==> src/rtl/cl_pkg.sv <==
package cl_pkg;
  typedef enum logic [1:0] {
    CM_PLAIN     = 2'd0,
    CM_GCM       = 2'd1,
    CM_CCM       = 2'd2,
    CM_PLAIN_ALT = 2'd3
  } cmode_e;

  function automatic logic is_aead(input logic [1:0] m);
    return (m == CM_GCM) || (m == CM_CCM);
  endfunction

  // bytes removed by one consume step
  function automatic logic [63:0] take_bytes(input logic [63:0] rem, input logic [63:0] blk);
    return (rem < blk) ? rem : blk;
  endfunction

  // largest byte count a counter of ctr_w bits can cover
  function automatic logic [63:0] gcm_max(input int ctr_w, input int blk);
    return ((64'd1 << ctr_w) - 64'd2) * 64'(blk);
  endfunction
endpackage

==> src/rtl/cl_len_store.sv <==
module cl_len_store #(
  parameter int WORD_W = 32,
  parameter int LEN_W  = 61,
  parameter int BLK    = 16,
  localparam int HI_W  = LEN_W - WORD_W,
  localparam int CNT_W = $clog2(BLK + 1)
) (
  input  logic              clk,
  input  logic              rst_n,
  input  logic              wr_lo,
  input  logic              wr_hi,
  input  logic [WORD_W-1:0] wdata,
  input  logic              dec_en,
  output logic [LEN_W-1:0]  len,
  output logic [CNT_W-1:0]  last_bytes
);
  logic [63:0] step_w;
  logic        unused_bits;

  assign step_w      = cl_pkg::take_bytes(64'(len), 64'(BLK));
  assign last_bytes  = step_w[CNT_W-1:0];
  assign unused_bits = ^{step_w[63:CNT_W], wdata[WORD_W-1:HI_W]};

  always_ff @(posedge clk) begin
    if (!rst_n) begin
      len <= '0;
    end else if (wr_lo) begin
      len[WORD_W-1:0] <= wdata;
    end else if (wr_hi) begin
      len[LEN_W-1:WORD_W] <= wdata[HI_W-1:0];
    end else if (dec_en) begin
      len <= len - step_w[LEN_W-1:0];
    end
  end
endmodule

==> src/rtl/cl_len_check.sv <==
module cl_len_check #(
  parameter int LEN_W = 61,
  parameter int BLK   = 16,
  parameter int CTR_W = 32
) (
  input  logic [LEN_W-1:0] len,
  input  logic [1:0]       mode,
  input  logic             auth_nz,
  output logic             err
);
  localparam logic [63:0] GCM_LIMIT = cl_pkg::gcm_max(CTR_W, BLK);

  logic both_zero;
  logic too_long;

  assign both_zero = (len == '0) && !auth_nz;
  assign too_long  = (mode == cl_pkg::CM_GCM) && (64'(len) > GCM_LIMIT);
  assign err       = cl_pkg::is_aead(mode) && (both_zero || too_long);
endmodule

==> src/rtl/cl_run_ctrl.sv <==
module cl_run_ctrl #(
  parameter int LEN_W = 61,
  parameter int BLK   = 16
) (
  input  logic             clk,
  input  logic             rst_n,
  input  logic             wr_any,
  input  logic             wr_hi,
  input  logic [1:0]       mode,
  input  logic             aead_go,
  input  logic             err,
  input  logic             consume,
  input  logic [LEN_W-1:0] len,
  output logic             start,
  output logic             done,
  output logic             busy,
  output logic             infinite,
  output logic             dec_en
);
  logic aead;
  logic go_plain;
  logic go_aead;
  logic go_evt;
  logic zero_aead;
  logic finish;

  assign aead      = cl_pkg::is_aead(mode);
  assign go_plain  = wr_hi && !aead;
  assign go_aead   = aead_go && aead && !err;
  assign go_evt    = go_plain || go_aead;
  assign zero_aead = go_aead && (len == '0);
  assign infinite  = busy && (len == '0);
  assign dec_en    = busy && consume && !infinite && !wr_any;
  assign finish    = dec_en && (64'(len) <= 64'(BLK));

  always_ff @(posedge clk) begin
    if (!rst_n) begin
      start <= 1'b0;
      done  <= 1'b0;
      busy  <= 1'b0;
    end else begin
      start <= go_evt;
      done  <= finish || zero_aead;
      if (go_evt && !zero_aead) busy <= 1'b1;
      else if (finish)          busy <= 1'b0;
    end
  end
endmodule

==> src/rtl/crypto_len_tracker.sv <==
module crypto_len_tracker #(
  parameter int WORD_W = 32,
  parameter int LEN_W  = 61,
  parameter int BLK    = 16,
  parameter int CTR_W  = 32,
  localparam int CNT_W = $clog2(BLK + 1)
) (
  input  logic              clk,
  input  logic              rst_n,
  input  logic              bus_wr,
  input  logic              bus_sel_hi,
  input  logic [WORD_W-1:0] bus_wdata,
  output logic [WORD_W-1:0] bus_rdata,
  input  logic [1:0]        mode,
  input  logic              auth_len_nz,
  input  logic              aead_go,
  input  logic              consume,
  output logic              start,
  output logic              done,
  output logic              busy,
  output logic              infinite,
  output logic              len_err,
  output logic [LEN_W-1:0]  remaining,
  output logic [CNT_W-1:0]  last_bytes
);
  logic wr_lo;
  logic wr_hi;
  logic dec_en;

  assign wr_lo     = bus_wr && !bus_sel_hi;
  assign wr_hi     = bus_wr && bus_sel_hi;
  assign bus_rdata = '0;

  cl_len_store #(.WORD_W(WORD_W), .LEN_W(LEN_W), .BLK(BLK)) u_store (
    .clk(clk), .rst_n(rst_n), .wr_lo(wr_lo), .wr_hi(wr_hi), .wdata(bus_wdata),
    .dec_en(dec_en), .len(remaining), .last_bytes(last_bytes)
  );

  cl_len_check #(.LEN_W(LEN_W), .BLK(BLK), .CTR_W(CTR_W)) u_check (
    .len(remaining), .mode(mode), .auth_nz(auth_len_nz), .err(len_err)
  );

  cl_run_ctrl #(.LEN_W(LEN_W), .BLK(BLK)) u_ctrl (
    .clk(clk), .rst_n(rst_n), .wr_any(bus_wr), .wr_hi(wr_hi), .mode(mode),
    .aead_go(aead_go), .err(len_err), .consume(consume), .len(remaining),
    .start(start), .done(done), .busy(busy), .infinite(infinite), .dec_en(dec_en)
  );
endmodule

==> config.mk <==
export PLATFORM = sky130hd
export DESIGN_NAME = crypto_len_tracker
export DESIGN_NICKNAME = d
export VERILOG_FILES = /design/src/rtl/cl_pkg.sv /design/src/rtl/cl_len_store.sv /design/src/rtl/cl_len_check.sv /design/src/rtl/cl_run_ctrl.sv /design/src/rtl/crypto_len_tracker.sv
export SDC_FILE = /design/constraint.sdc
export NUM_CORES = 1
export LEC_CHECK = 0
export BUFFER_PORTS_ARGS = -buffer_cell sky130_fd_sc_hd__clkbuf_2
export CAP_MARGIN = 0
export CORE_ASPECT_RATIO = 1.4
export CORE_MARGIN = 8
export CORE_UTILIZATION = 40
export CTS_CLUSTER_DIAMETER = 30
export CTS_CLUSTER_SIZE = 14
export DETAILED_ROUTE_END_ITERATION = 7
export PLACE_DENSITY = 0.67
export SLEW_MARGIN = 20
export SYNTH_ARGS = -nofsm -noshare
export SYNTH_HDL_FRONTEND = slang
export SYNTH_HIERARCHICAL = 1
export SYNTH_SLANG_ARGS = --single-unit
==> constraint.sdc <==
create_clock -name clk -period 5.03 [get_ports clk]
set_input_delay 0.503 -clock clk [delete_from_list [all_inputs] [get_ports clk]]
set_output_delay 0.503 -clock clk [all_outputs]
set_load 0.05 [all_outputs]
==> impl_metrics.tcl <==
set metrics [dict create \
    async_flop_share_pct 0 \
    cp-end-kind "flip-flop" \
    clk_pin_slew_worst_paths_ps 60 \
    ys_ff_latch 64 \
    slowest_delay_ps 530 \
    gp_congestion 0.994 \
    required_ps 5290 \
    synth_mux_area_share_pct 0.805 \
    netSwitchingFraction_pct 42.7 \
    avgSynthCellArea_sq_um 7.44 \
    yosysUniqueCellTypes 75 \
    min_path_type "input port to flip-flop" \
    finalCritPeriodShare_pct 79.4 \
    seqPwrFrac_pct 33.3 \
    row_count 49 \
    drc 0 \
    die_area_sq_um 16800 \
    synthAdderAreaFrac_pct 0.488 \
    fp.dieH_um 150 \
    htree_levels 3 \
    postCtsSetupRepairBufs 0 \
    crit_buf_inv 2 \
    clock_sink_count 64 \
    wl_per_cell_um 22.5 \
    final_cell_mix "111 x clkbuf_2, 64 x dfxtp_1, 46 x a21oi_1" \
    final_common_cell "clkbuf_2" \
    cp.arrival_ps 4250 \
    clk_path_buf_depth 2 \
    cts_made_buffers 9 \
    maxClockFrequency_mhz 250 \
    slew-limit-headroom_pct 37.2 \
    syn-cell-area_sq_um 5130 \
    power_leakage_nw 2.28 \
    rsz0062_at_grt "false" \
    core_area_sq_um 12700 \
    ctsHoldBuffers 0 \
    portBuffers 111 \
    synth_top_family_by_area "simple AND/OR/NAND/NOR gates" \
    synth_simple_gate_area_share_pct 38.3 \
    p_comb_share_pct 34.9 \
    grt_util_all_layers_pct 24.2 \
    drt-vias-per-instance 6.61 \
    power.share.clock_pct 31.8 \
    finalHoldViolCount 0 \
    antenna_left 0 \
    num_antenna_cells 0 \
    grt_pass1_vias 5750 \
    synth_edf_count 0 \
    ys_warn_count 6 \
    crit_path_top_delay_cell "dfxtp_1" \
    grt_pass1_wl_um 32100 \
    p_switching_mw 0.821 \
    cp_max_fo 11 \
    area_delta_synth_final_pct 15.5 \
    critPathKind "flip-flop to flip-flop" \
    ios 144 \
    seq_area_frac_synth_pct 25.0 \
    start_kind "flip-flop" \
    ys.flop_type "dfxtp_1" \
    p_per_area_nw_per_um2 324 \
    outcome "completed" \
    finalMaxSlewViolations 0 \
    clk_latency_ps 340 \
    cp_top_family "simple AND/OR/NAND/NOR gates" \
    tns_ps 0 \
    via_count 6175 \
    power.total_mw 1.92 \
    irDropWorstVdd_uv 150 \
    finalNetCount 819 \
    syn_inst 690 \
    crit_chain "or4_1 > nor3_1 > and2_1 > and2_1 > inv_2 > nand2_1 > ha_1 > o41ai_1 > nand3_1 > nor4_1 > buf_4 > nand2_1 > or4_1 > o211ai_1" \
    die_w_um 112 \
    firstDrtPassIters 5 \
    floorplan.initialDensity_pct 40.4 \
    drive_gt1_share_pct 21.5 \
    ctsResizeCount 0 \
    max_cap_violations 0 \
    hpwlAfterDp_um 15400 \
    skew_ps 6.23 \
    cts_tree "built" \
    antenna_found_initial 0 \
    finalSetupViolCount 0 \
    power.internal_mw 1.10 \
    routed_wl_um 21100 \
    synth_xor_area_share_pct 3.24 \
    whs_ps 424 \
    overflow 0 \
    cts-root-buf "clkbuf_16" \
    min_period_ps 3990 \
    grt_max_degree 70 \
    worst_slew_pin_slew_ps 934 \
    synth_compound_area_share_pct 22.8 \
    drt-initial-drc-count 713 \
]
kinds of logic (layout without fill, tap and decap cells):
| kind of cell | count (synthesis) | after routing |
|---|---|---|
| adders and majority gates | 2 | 2 |
| muxes | 4 | 4 |
| buffers and inverters | 88 | 148 |
| AOI/OAI and AO/OA | 179 | 179 |
| xor gates and xnor gates | 19 | 19 |
| and+or+nand+nor | 332 | 332 |
| other | 2 | 33 |
| DFF | 64 | 64 |
through the flow:
stage          instance area [sq um]  utilization [%]  std cells  worst slack (ps)
3_5_place_dp                    5640             44.5        918              1180
3_3_place_gp                    5640             44.5        918              1240
5_1_grt                         5930             46.7        934               762
4_1_cts                         5930             46.7        934              1150
2_1_floorplan                   5250                -        721              1050
6_report                        5930             46.7        934              1040
final cells by class:
type / instances / area, sq um
inverters: 10 / 37.5
clock inverters: 3 / 15.0
fillers: 1328 / 6760
multi-input cells: 569 / 3490
well taps: 153 / 191
repair buffers: 122 / 638
clock buffers: 13 / 270
flip-flops and latches: 64 / 1280
worst register-to-register path, cell delays in order (launching register included):
cell      delay (ps)
dfxtp_1          530
or4_1            240
nor3_1            90
and2_1           310
and2_1           250
inv_2             80
nand2_1           60
ha_1             320
o41ai_1          510
nand3_1          310
nor4_1           260
buf_4            230
nand2_1          100
or4_1            510
o211ai_1         100
flip-flops by register name, summed over array words and instances, names as in the netlist:
name          flops
u_store/len      61
u_ctrl/busy       1
u_ctrl/done       1
u_ctrl/start      1
power groups by stage:
| stage | Combinational [mW] | Clock, mW | Sequential, mW |
|---|---|---|---|
| 6_report | 0.671 | 0.611 | 0.641 |
| 5_1_grt | 0.707 | 0.640 | 0.650 |
| 4_1_cts | 0.654 | 0.618 | 0.638 |
| 3_5_place_dp | 0.651 | 0 | 0.649 |
| 3_3_place_gp | 0.654 | 0 | 0.647 |
| 2_1_floorplan | 0.385 | 0 | 0.749 |
Yosys cell counts (5+ instances only):
| cell type | instances | share of area (%) |
|---|---|---|
| or3_1 | 12 | 1.5 |
| a31oi_1 | 28 | 3.4 |
| nor4_1 | 43 | 5.2 |
| nand2_1 | 41 | 3.0 |
| a21oi_1 | 46 | 4.5 |
| nor2_1 | 39 | 2.9 |
| nand3b_1 | 9 | 1.3 |
| clkbuf_1 | 36 | 2.6 |
| buf_2 | 6 | 0.59 |
| buf_4 | 33 | 4.8 |
| o21a_1 | 6 | 0.88 |
| a2111oi_2 | 5 | 1.5 |
| nor2b_1 | 8 | 0.98 |
| and3_1 | 17 | 2.1 |
| nand4_1 | 29 | 3.5 |
| xnor2_1 | 16 | 2.7 |
| o21ai_1 | 7 | 0.68 |
| nand2b_1 | 5 | 0.61 |
| dfxtp_1 | 64 | 25 |
| nand4b_1 | 5 | 0.85 |
| a211oi_1 | 13 | 1.9 |
| o31ai_1 | 6 | 0.88 |
| nor3_1 | 32 | 3.1 |
| inv_1 | 7 | 0.51 |
| o21ai_0 | 33 | 3.2 |
| or4_1 | 24 | 3.5 |
| or2_2 | 8 | 0.98 |
| nand3_1 | 32 | 3.1 |
worst paths after layout:
check | end | slack, ps | cells after the start | startpoint
setup / recovery | u_store/len[52] | 1040 | 14 | u_store/len[44]
hold / removal | u_store/len[1] | 420 | 3 | bus_wdata[1]
hold reg to reg | u_store/len[0] | 550 | 2 | u_store/len[0]
setup reg to reg | u_store/len[52] | 1040 | 14 | u_store/len[44]
metal layers:
metal / track usage [%] / routed length [um]
met1: 28.4 / 8160
met2: 40.2 / 9830
met3: 5.37 / 1980
met4: 13.3 / 1080
met5: 0 / 0
(Power assumes the default switching activity.)
